===== src/rtl/pcg_pkg.sv =====
package pcg_pkg;
  localparam int unsigned REG_W    = 16;
  localparam int unsigned N_PERIPH = 7;
  localparam int unsigned CAN_IDX  = 6;
  localparam int unsigned PCD_BIT  = 15;
  localparam int unsigned PERIPH_BIT [N_PERIPH] = '{0, 1, 2, 3, 7, 8, 13};
  // extended peripherals lose register access whenever they are gated
  localparam logic [N_PERIPH-1:0] EXT_MASK = 7'b100_0000;
  // peripherals that need a reset pulse on re-enable
  localparam logic [N_PERIPH-1:0] RST_MASK = 7'b100_0000;

  typedef enum logic [1:0] {UL_IDLE, UL_KEY1, UL_ARMED} unlock_state_e;

  function automatic logic [REG_W-1:0] impl_mask();
    logic [REG_W-1:0] m;
    m = '0;
    for (int i = 0; i < N_PERIPH; i++) m[PERIPH_BIT[i]] = 1'b1;
    m[PCD_BIT] = 1'b1;
    return m;
  endfunction
endpackage


===== src/rtl/pcg_unlock.sv =====
module pcg_unlock
  import pcg_pkg::*;
#(
  parameter logic [REG_W-1:0] KEY1 = 16'h00AA,
  parameter logic [REG_W-1:0] KEY2 = 16'h0055
) (
  input  logic             clk_i,
  input  logic             rst_ni,
  input  logic             acc_i,
  input  logic             we_i,
  input  logic             hit_unl_i,
  input  logic [REG_W-1:0] wdata_i,
  output logic             armed_o
);
  unlock_state_e state_q, state_d;
  logic key_wr;

  assign key_wr = acc_i & we_i & hit_unl_i;

  always_comb begin
    state_d = state_q;
    if (acc_i) begin
      if (key_wr && wdata_i == KEY1)
        state_d = UL_KEY1;
      else if (key_wr && wdata_i == KEY2 && state_q == UL_KEY1)
        state_d = UL_ARMED;
      else
        state_d = UL_IDLE;
    end
  end

  always_ff @(posedge clk_i or negedge rst_ni) begin
    if (!rst_ni) state_q <= UL_IDLE;
    else         state_q <= state_d;
  end

  assign armed_o = (state_q == UL_ARMED);
endmodule


===== src/rtl/pcg_ctrl_reg.sv =====
module pcg_ctrl_reg
  import pcg_pkg::*;
(
  input  logic             clk_i,
  input  logic             rst_ni,
  input  logic             wr_en_i,
  input  logic [REG_W-1:0] wdata_i,
  input  logic             init_done_i,
  input  logic             armed_i,
  output logic [REG_W-1:0] ctrl_q_o,
  output logic [REG_W-1:0] ctrl_d_o,
  output logic             lock_o
);
  localparam logic [REG_W-1:0] IMPL = impl_mask();

  logic [REG_W-1:0] ctrl_q;
  logic             lock_q;
  logic             wr_ok;

  assign wr_ok    = wr_en_i & (~lock_q | armed_i);
  assign ctrl_d_o = wr_ok ? (wdata_i & IMPL) : ctrl_q;

  always_ff @(posedge clk_i or negedge rst_ni) begin
    if (!rst_ni) begin
      ctrl_q <= '0;
      lock_q <= 1'b0;
    end else begin
      ctrl_q <= ctrl_d_o;
      if (init_done_i) lock_q <= 1'b1;
    end
  end

  assign ctrl_q_o = ctrl_q;
  assign lock_o   = lock_q;
endmodule


===== src/rtl/pcg_rst_pulser.sv =====
module pcg_rst_pulser #(
  parameter int unsigned            N          = 7,
  parameter logic [N-1:0]           MASK       = '0,
  parameter int unsigned            RST_CYCLES = 2,
  localparam int unsigned           CNT_W      = $clog2(RST_CYCLES + 1)
) (
  input  logic         clk_i,
  input  logic         rst_ni,
  input  logic [N-1:0] clr_i,
  output logic [N-1:0] rst_o
);
  localparam logic [CNT_W-1:0] LOAD = CNT_W'(RST_CYCLES);

  for (genvar i = 0; i < N; i++) begin : g_ch
    logic [CNT_W-1:0] cnt_q;
    logic             fire;
    assign fire = clr_i[i] & MASK[i];
    always_ff @(posedge clk_i or negedge rst_ni) begin
      if (!rst_ni)             cnt_q <= '0;
      else if (fire)           cnt_q <= LOAD;
      else if (cnt_q != '0)    cnt_q <= cnt_q - 1'b1;
    end
    assign rst_o[i] = (cnt_q != '0);
  end
endmodule


===== src/rtl/pcg_gate_out.sv =====
module pcg_gate_out
  import pcg_pkg::*;
(
  input  logic                clk_i,
  input  logic                rst_ni,
  input  logic [N_PERIPH-1:0] dis_d_i,
  input  logic                pcd_d_i,
  input  logic [N_PERIPH-1:0] dis_q_i,
  input  logic                pcd_q_i,
  input  logic                clkout_src_i,
  output logic [N_PERIPH-1:0] clk_en_o,
  output logic                pclk_en_o,
  output logic                freeze_o,
  output logic                clkout_o,
  output logic [N_PERIPH-1:0] acc_ok_o
);
  // enables are flopped so the gating cells see a clean edge-aligned change
  always_ff @(posedge clk_i or negedge rst_ni) begin
    if (!rst_ni) begin
      clk_en_o  <= '1;
      pclk_en_o <= 1'b1;
    end else begin
      clk_en_o  <= ~dis_d_i & {N_PERIPH{~pcd_d_i}};
      pclk_en_o <= ~pcd_d_i;
    end
  end

  assign freeze_o = pcd_q_i;
  assign clkout_o = pcd_q_i | clkout_src_i;

  for (genvar i = 0; i < N_PERIPH; i++) begin : g_acc
    if (EXT_MASK[i]) begin : g_ext
      assign acc_ok_o[i] = ~pcd_q_i & ~dis_q_i[i];
    end else begin : g_gen
      assign acc_ok_o[i] = ~pcd_q_i | dis_q_i[i];
    end
  end
endmodule


===== src/rtl/periph_clk_gate.sv =====
module periph_clk_gate
  import pcg_pkg::*;
#(
  parameter int unsigned      ADDR_W      = 4,
  parameter logic [ADDR_W-1:0] REG_ADDR   = 4'h0,
  parameter logic [ADDR_W-1:0] UNL_ADDR   = 4'h1,
  parameter logic [REG_W-1:0] KEY1        = 16'h00AA,
  parameter logic [REG_W-1:0] KEY2        = 16'h0055,
  parameter int unsigned      RST_CYCLES  = 2,
  parameter int unsigned      IRQ_W       = 8
) (
  input  logic                clk_i,
  input  logic                rst_ni,
  input  logic                bus_req_i,
  input  logic                bus_we_i,
  input  logic [ADDR_W-1:0]   bus_addr_i,
  input  logic [REG_W-1:0]    bus_wdata_i,
  output logic [REG_W-1:0]    bus_rdata_o,
  input  logic                init_done_i,
  input  logic                clkout_src_i,
  input  logic [IRQ_W-1:0]    irq_i,
  output logic [N_PERIPH-1:0] clk_en_o,
  output logic                pclk_en_o,
  output logic [N_PERIPH-1:0] periph_rst_o,
  output logic [N_PERIPH-1:0] reg_acc_ok_o,
  output logic                port_freeze_o,
  output logic                clkout_o,
  output logic [IRQ_W-1:0]    irq_o
);
  logic             hit_reg, hit_unl, reg_wr, unl_armed, lock_q;
  logic [REG_W-1:0] ctrl_q, ctrl_d;
  logic [N_PERIPH-1:0] dis_q, dis_d, dis_clr;

  assign hit_reg = (bus_addr_i == REG_ADDR);
  assign hit_unl = (bus_addr_i == UNL_ADDR);
  assign reg_wr  = bus_req_i & bus_we_i & hit_reg;

  pcg_unlock #(.KEY1(KEY1), .KEY2(KEY2)) u_unlock (
    .clk_i     (clk_i),
    .rst_ni    (rst_ni),
    .acc_i     (bus_req_i),
    .we_i      (bus_we_i),
    .hit_unl_i (hit_unl),
    .wdata_i   (bus_wdata_i),
    .armed_o   (unl_armed)
  );

  pcg_ctrl_reg u_reg (
    .clk_i       (clk_i),
    .rst_ni      (rst_ni),
    .wr_en_i     (reg_wr),
    .wdata_i     (bus_wdata_i),
    .init_done_i (init_done_i),
    .armed_i     (unl_armed),
    .ctrl_q_o    (ctrl_q),
    .ctrl_d_o    (ctrl_d),
    .lock_o      (lock_q)
  );

  for (genvar i = 0; i < N_PERIPH; i++) begin : g_map
    assign dis_q[i] = ctrl_q[PERIPH_BIT[i]];
    assign dis_d[i] = ctrl_d[PERIPH_BIT[i]];
  end

  assign dis_clr = dis_q & ~dis_d;

  pcg_rst_pulser #(.N(N_PERIPH), .MASK(RST_MASK), .RST_CYCLES(RST_CYCLES)) u_rst (
    .clk_i  (clk_i),
    .rst_ni (rst_ni),
    .clr_i  (dis_clr),
    .rst_o  (periph_rst_o)
  );

  pcg_gate_out u_gate (
    .clk_i        (clk_i),
    .rst_ni       (rst_ni),
    .dis_d_i      (dis_d),
    .pcd_d_i      (ctrl_d[PCD_BIT]),
    .dis_q_i      (dis_q),
    .pcd_q_i      (ctrl_q[PCD_BIT]),
    .clkout_src_i (clkout_src_i),
    .clk_en_o     (clk_en_o),
    .pclk_en_o    (pclk_en_o),
    .freeze_o     (port_freeze_o),
    .clkout_o     (clkout_o),
    .acc_ok_o     (reg_acc_ok_o)
  );

  assign bus_rdata_o = (bus_req_i & ~bus_we_i & hit_reg) ? ctrl_q : '0;
  assign irq_o       = irq_i;
endmodule


===== config.mk =====
export PLATFORM = sky130hd
export DESIGN_NAME = periph_clk_gate
export DESIGN_NICKNAME = d
export VERILOG_FILES = /design/src/rtl/pcg_pkg.sv /design/src/rtl/pcg_unlock.sv /design/src/rtl/pcg_ctrl_reg.sv /design/src/rtl/pcg_rst_pulser.sv /design/src/rtl/pcg_gate_out.sv /design/src/rtl/periph_clk_gate.sv
export SDC_FILE = /design/constraint.sdc
export NUM_CORES = 1
export LEC_CHECK = 0
export BUFFER_PORTS_ARGS = -buffer_cell sky130_fd_sc_hd__buf_2
export CAP_MARGIN = 10
export CORE_MARGIN = 2
export CORE_UTILIZATION = 35
export DETAILED_ROUTE_END_ITERATION = 16
export GPL_TIMING_DRIVEN = 0
export PLACE_DENSITY = 0.61
export SLEW_MARGIN = 10
export SYNTH_ARGS = -nofsm -noshare
export SYNTH_HDL_FRONTEND = slang
export SYNTH_SLANG_ARGS = --single-unit

===== constraint.sdc =====
create_clock -name clk_i -period 2.8 [get_ports clk_i]
set_clock_uncertainty 0.1 [all_clocks]
set_input_delay 0.56 -clock clk_i [delete_from_list [all_inputs] [get_ports clk_i]]
set_output_delay 0.56 -clock clk_i [all_outputs]
set_load 0.02 [all_outputs]

==> reports/results.ini <==
[status]
status=finished clean

[finish]
layout-drive-gt1-share_pct=46.80
final_cells=320
syn_to_final_growth_pct=29.16
diodes=0
nets=290
design_area_sq_um=2338

[critical_path]
crit_chain=buf_2 -> or4_4 -> nor3b_4 -> and2_1 -> buf_2
setup.worst_path.end_class=output port
required_ps=2140
critPathMaxStageDelay_ps=570
rr_worst_depth=4
crit_path_start_kind=input port
cp_common_cell=buf_2
critPathMaxFanout=8
critPathSlowestCell=or4_4
critPathArrivalTime_ps=1980
path_class=input port to output port

[placed_design]
port_buffers=64
placed_cells=312
dpl_cell_area_sq_um=2245
hpwl_um=2734
place_congestion=0.7218

[yosys]
synth-edff-count=0
synth_area_sq_um=1810
synth_cell_types=31
synth.largest_area_cell=dfrtp_1
synth_top_area_share_pct=34.55
synth_cells=171
avgSynthCellArea_sq_um=10.59
synth_area_leaders=dfrtp_1 35%, dfstp_2 12%, buf_4 6.6%
yosysWarningCount=0
yosys_register_bits=33
yosys_most_used_dff=dfrtp_1
yosysSeqAreaShare_pct=46.16
ys_async_sr_fraction_pct=100.0

[power]
p_clk_share_pct=32.8
p_leak_uw=0.001161
p_sw_share_pct=27.89
p_sw_uw=295.4
internal-power_uw=763.8
peakVddDrop_mv=0.2440
combPwrFrac_pct=18.8
seq_power_share_pct=48.4
power_density_nw_per_um2=453.0

[sta]
max_freq_mhz=378.7
period_needed_ps=2641
setup_viol=0
grt_setup_unrepaired=false
period_share_pct=94.31
relSlewSlack_pct=49.55
worstMarginPinSlew_ps=756.7
hold_viol_final=0
drv_slew=0

[global_route]
grt_max_degree=34
overflow=0
grt_antenna_before_repair=0
grt.total_usage_pct=13.47
grt_pass1_vias=1245
grt_pass1_wl_um=6223

[routing]
drtIter0Drc=31
post_drt_via_cell_ratio=4.259
firstDrtPassIters=4
wl_per_cell_um=11.60
vias=1363
drt_wl_total_um=3713
ant_nets=0
drc=0

[die]
io_pins=82
rows=26
die_h_um=75.92
core_sq_um=5042
die_area_sq_um=5764
initial_utilization_pct=35.91
die_x_um=75.92

[clock_tree]
tritoncts=done
htree_levels=2
clock_latency_ps=280
clock_path_buffers=2
cts_made_buffers=5
clk_pin_slew_ps=70
cts.sinks=33
cts_root_buffer=clkbuf_8

[flow_run]
maxCapViolations=0

[worst_hold_path]
hold_class=input port to asynchronous set/reset pin

-- cell families after synthesis --
| kind of cell | Yosys count | synth area share (%) |
|---|---|---|
| and+or+nand+nor | 53 | 16.59 |
| adders and majority gates | 7 | 4.837 |
| buffers and inverters | 43 | 12.85 |
| other | 1 | 0.2071 |
| xor gates and xnor gates | 7 | 3.386 |
| muxes | 17 | 11.89 |
| AOI/OAI and AO/OA | 10 | 4.077 |
| DFF | 33 | 46.16 |
-- worst paths after layout --
| path | start | endpoint | slack (ps) |
|---|---|---|---|
| setup / recovery | bus_addr_i[1] | bus_rdata_o[7] | 160 |
| hold / removal | rst_ni | u_rst.g_ch[4].cnt_q[1]$_DFFE_PN0P_ | 240 |
| setup reg to reg | u_unlock.state_q[0]$_DFFE_PN0P_ | u_reg.ctrl_q_o[3]$_DFF_PN0_ | 900 |
| hold reg to reg | u_rst.g_ch[0].cnt_q[0]$_DFFE_PN0P_ | u_rst.g_ch[0].cnt_q[0]$_DFFE_PN0P_ | 360 |
| max in group asynchronous | rst_ni | u_reg.lock_o$_DFFE_PN0P_ | 1870 |
| min in group clk_i | u_rst.g_ch[0].cnt_q[0]$_DFFE_PN0P_ | u_rst.g_ch[0].cnt_q[0]$_DFFE_PN0P_ | 360 |
-- area by class of cell --
cell class                      count  area [sq um]
Fill cell                         489          2704
Clock buffer                        6         72.57
Buffer                             20         146.4
Inverter                           23         86.33
Sequential cell                    33         835.8
Clock inverter                      2         10.01
Timing Repair Buffer               64         320.3
Multi-Input combinational cell    102         779.5
Tap cell                           70         87.58
-- placed cells by master (no fill, tap or decap), types with 2 or more instances in the layout --
master / n
nand2_1: 7
and2_1: 8
inv_1: 23
mux2_2: 8
clkbuf_8: 5
ha_1: 7
dfstp_2: 8
clkbuf_1: 4
mux2i_1: 2
buf_2: 64
o21ai_0: 5
o22ai_1: 2
nor2b_1: 2
xnor2_1: 6
clkinv_2: 2
mux2_4: 7
dfrtp_1: 25
nand2b_1: 7
conb_1: 8
nor3_1: 2
nor4bb_1: 3
buf_4: 16
nor4b_1: 2
or2_2: 2
nand4_1: 2
nor2_1: 15
-- metal layers --
metal | vias up | part of all wire (%) | global-route usage (%)
met3 | 5 | 6.2 | 3.810
met2 | 41 | 46 | 21.43
met5 | - | 0 | 0
met4 | 0 | 1.2 | 4.364
li1 | 681 | - | -
met1 | 636 | 47 | 17.81
-- Yosys cell counts, types with 5 or more instances --
master / n
and2_1: 8
buf_4: 16
dfrtp_1: 25
dfstp_2: 8
ha_1: 7
inv_1: 23
mux2_2: 8
mux2_4: 7
nand2_1: 7
nand2b_1: 7
nor2_1: 15
o21ai_0: 5
xnor2_1: 6
-- repair_timing --
| item | in CTS | in global routing |
|---|---|---|
| buffers inserted | 0 | 0 |
| hold buffers | 0 | 0 |
| resized for setup | 1 | 1 |
| endpoints found under the setup margin | 8 | 8 |
-- state kept, by name, summed over array words and instances (netlist names) --
name / cells
u_rst.g_ch.cnt_q: 14
u_reg.ctrl_q_o: 8
u_gate.clk_en_o: 7
u_unlock.state_q: 2
u_gate.pclk_en_o: 1
u_reg.lock_o: 1
-- through the flow --
stage	TNS [ps]	worst slack [ps]	hold WS (ps)	util (%)	power [uW]
finish	0	159.4	241.9	46.38	1059
global route	0	63.21	302.7	46.38	1115
CTS	0	8.084	270.1	46.25	1074
detailed placement	-2535	-333.5	355.2	44.52	720.0
global placement	-2458	-324.8	351.5	44.52	715.6
floorplan	0	327.8	164.4	-	654.7
-- power by group through the flow --
stage / Sequential [uW] / Combinational [uW] / Clock (uW)
final: 512 / 199 / 348
after global routing: 515 / 222 / 378
after CTS: 513 / 200 / 362
after detailed placement: 521 / 199 / 0
after global placement: 520 / 195 / 0
after floorplan: 524 / 131 / 0
-- worst max-delay path: cells and delay by family --
kind	cells	cell delay [ps]
and+or+nand+nor	3	1150
buffers and inverters	2	270
No activity file was read; power rests on OpenSTA's default activity.
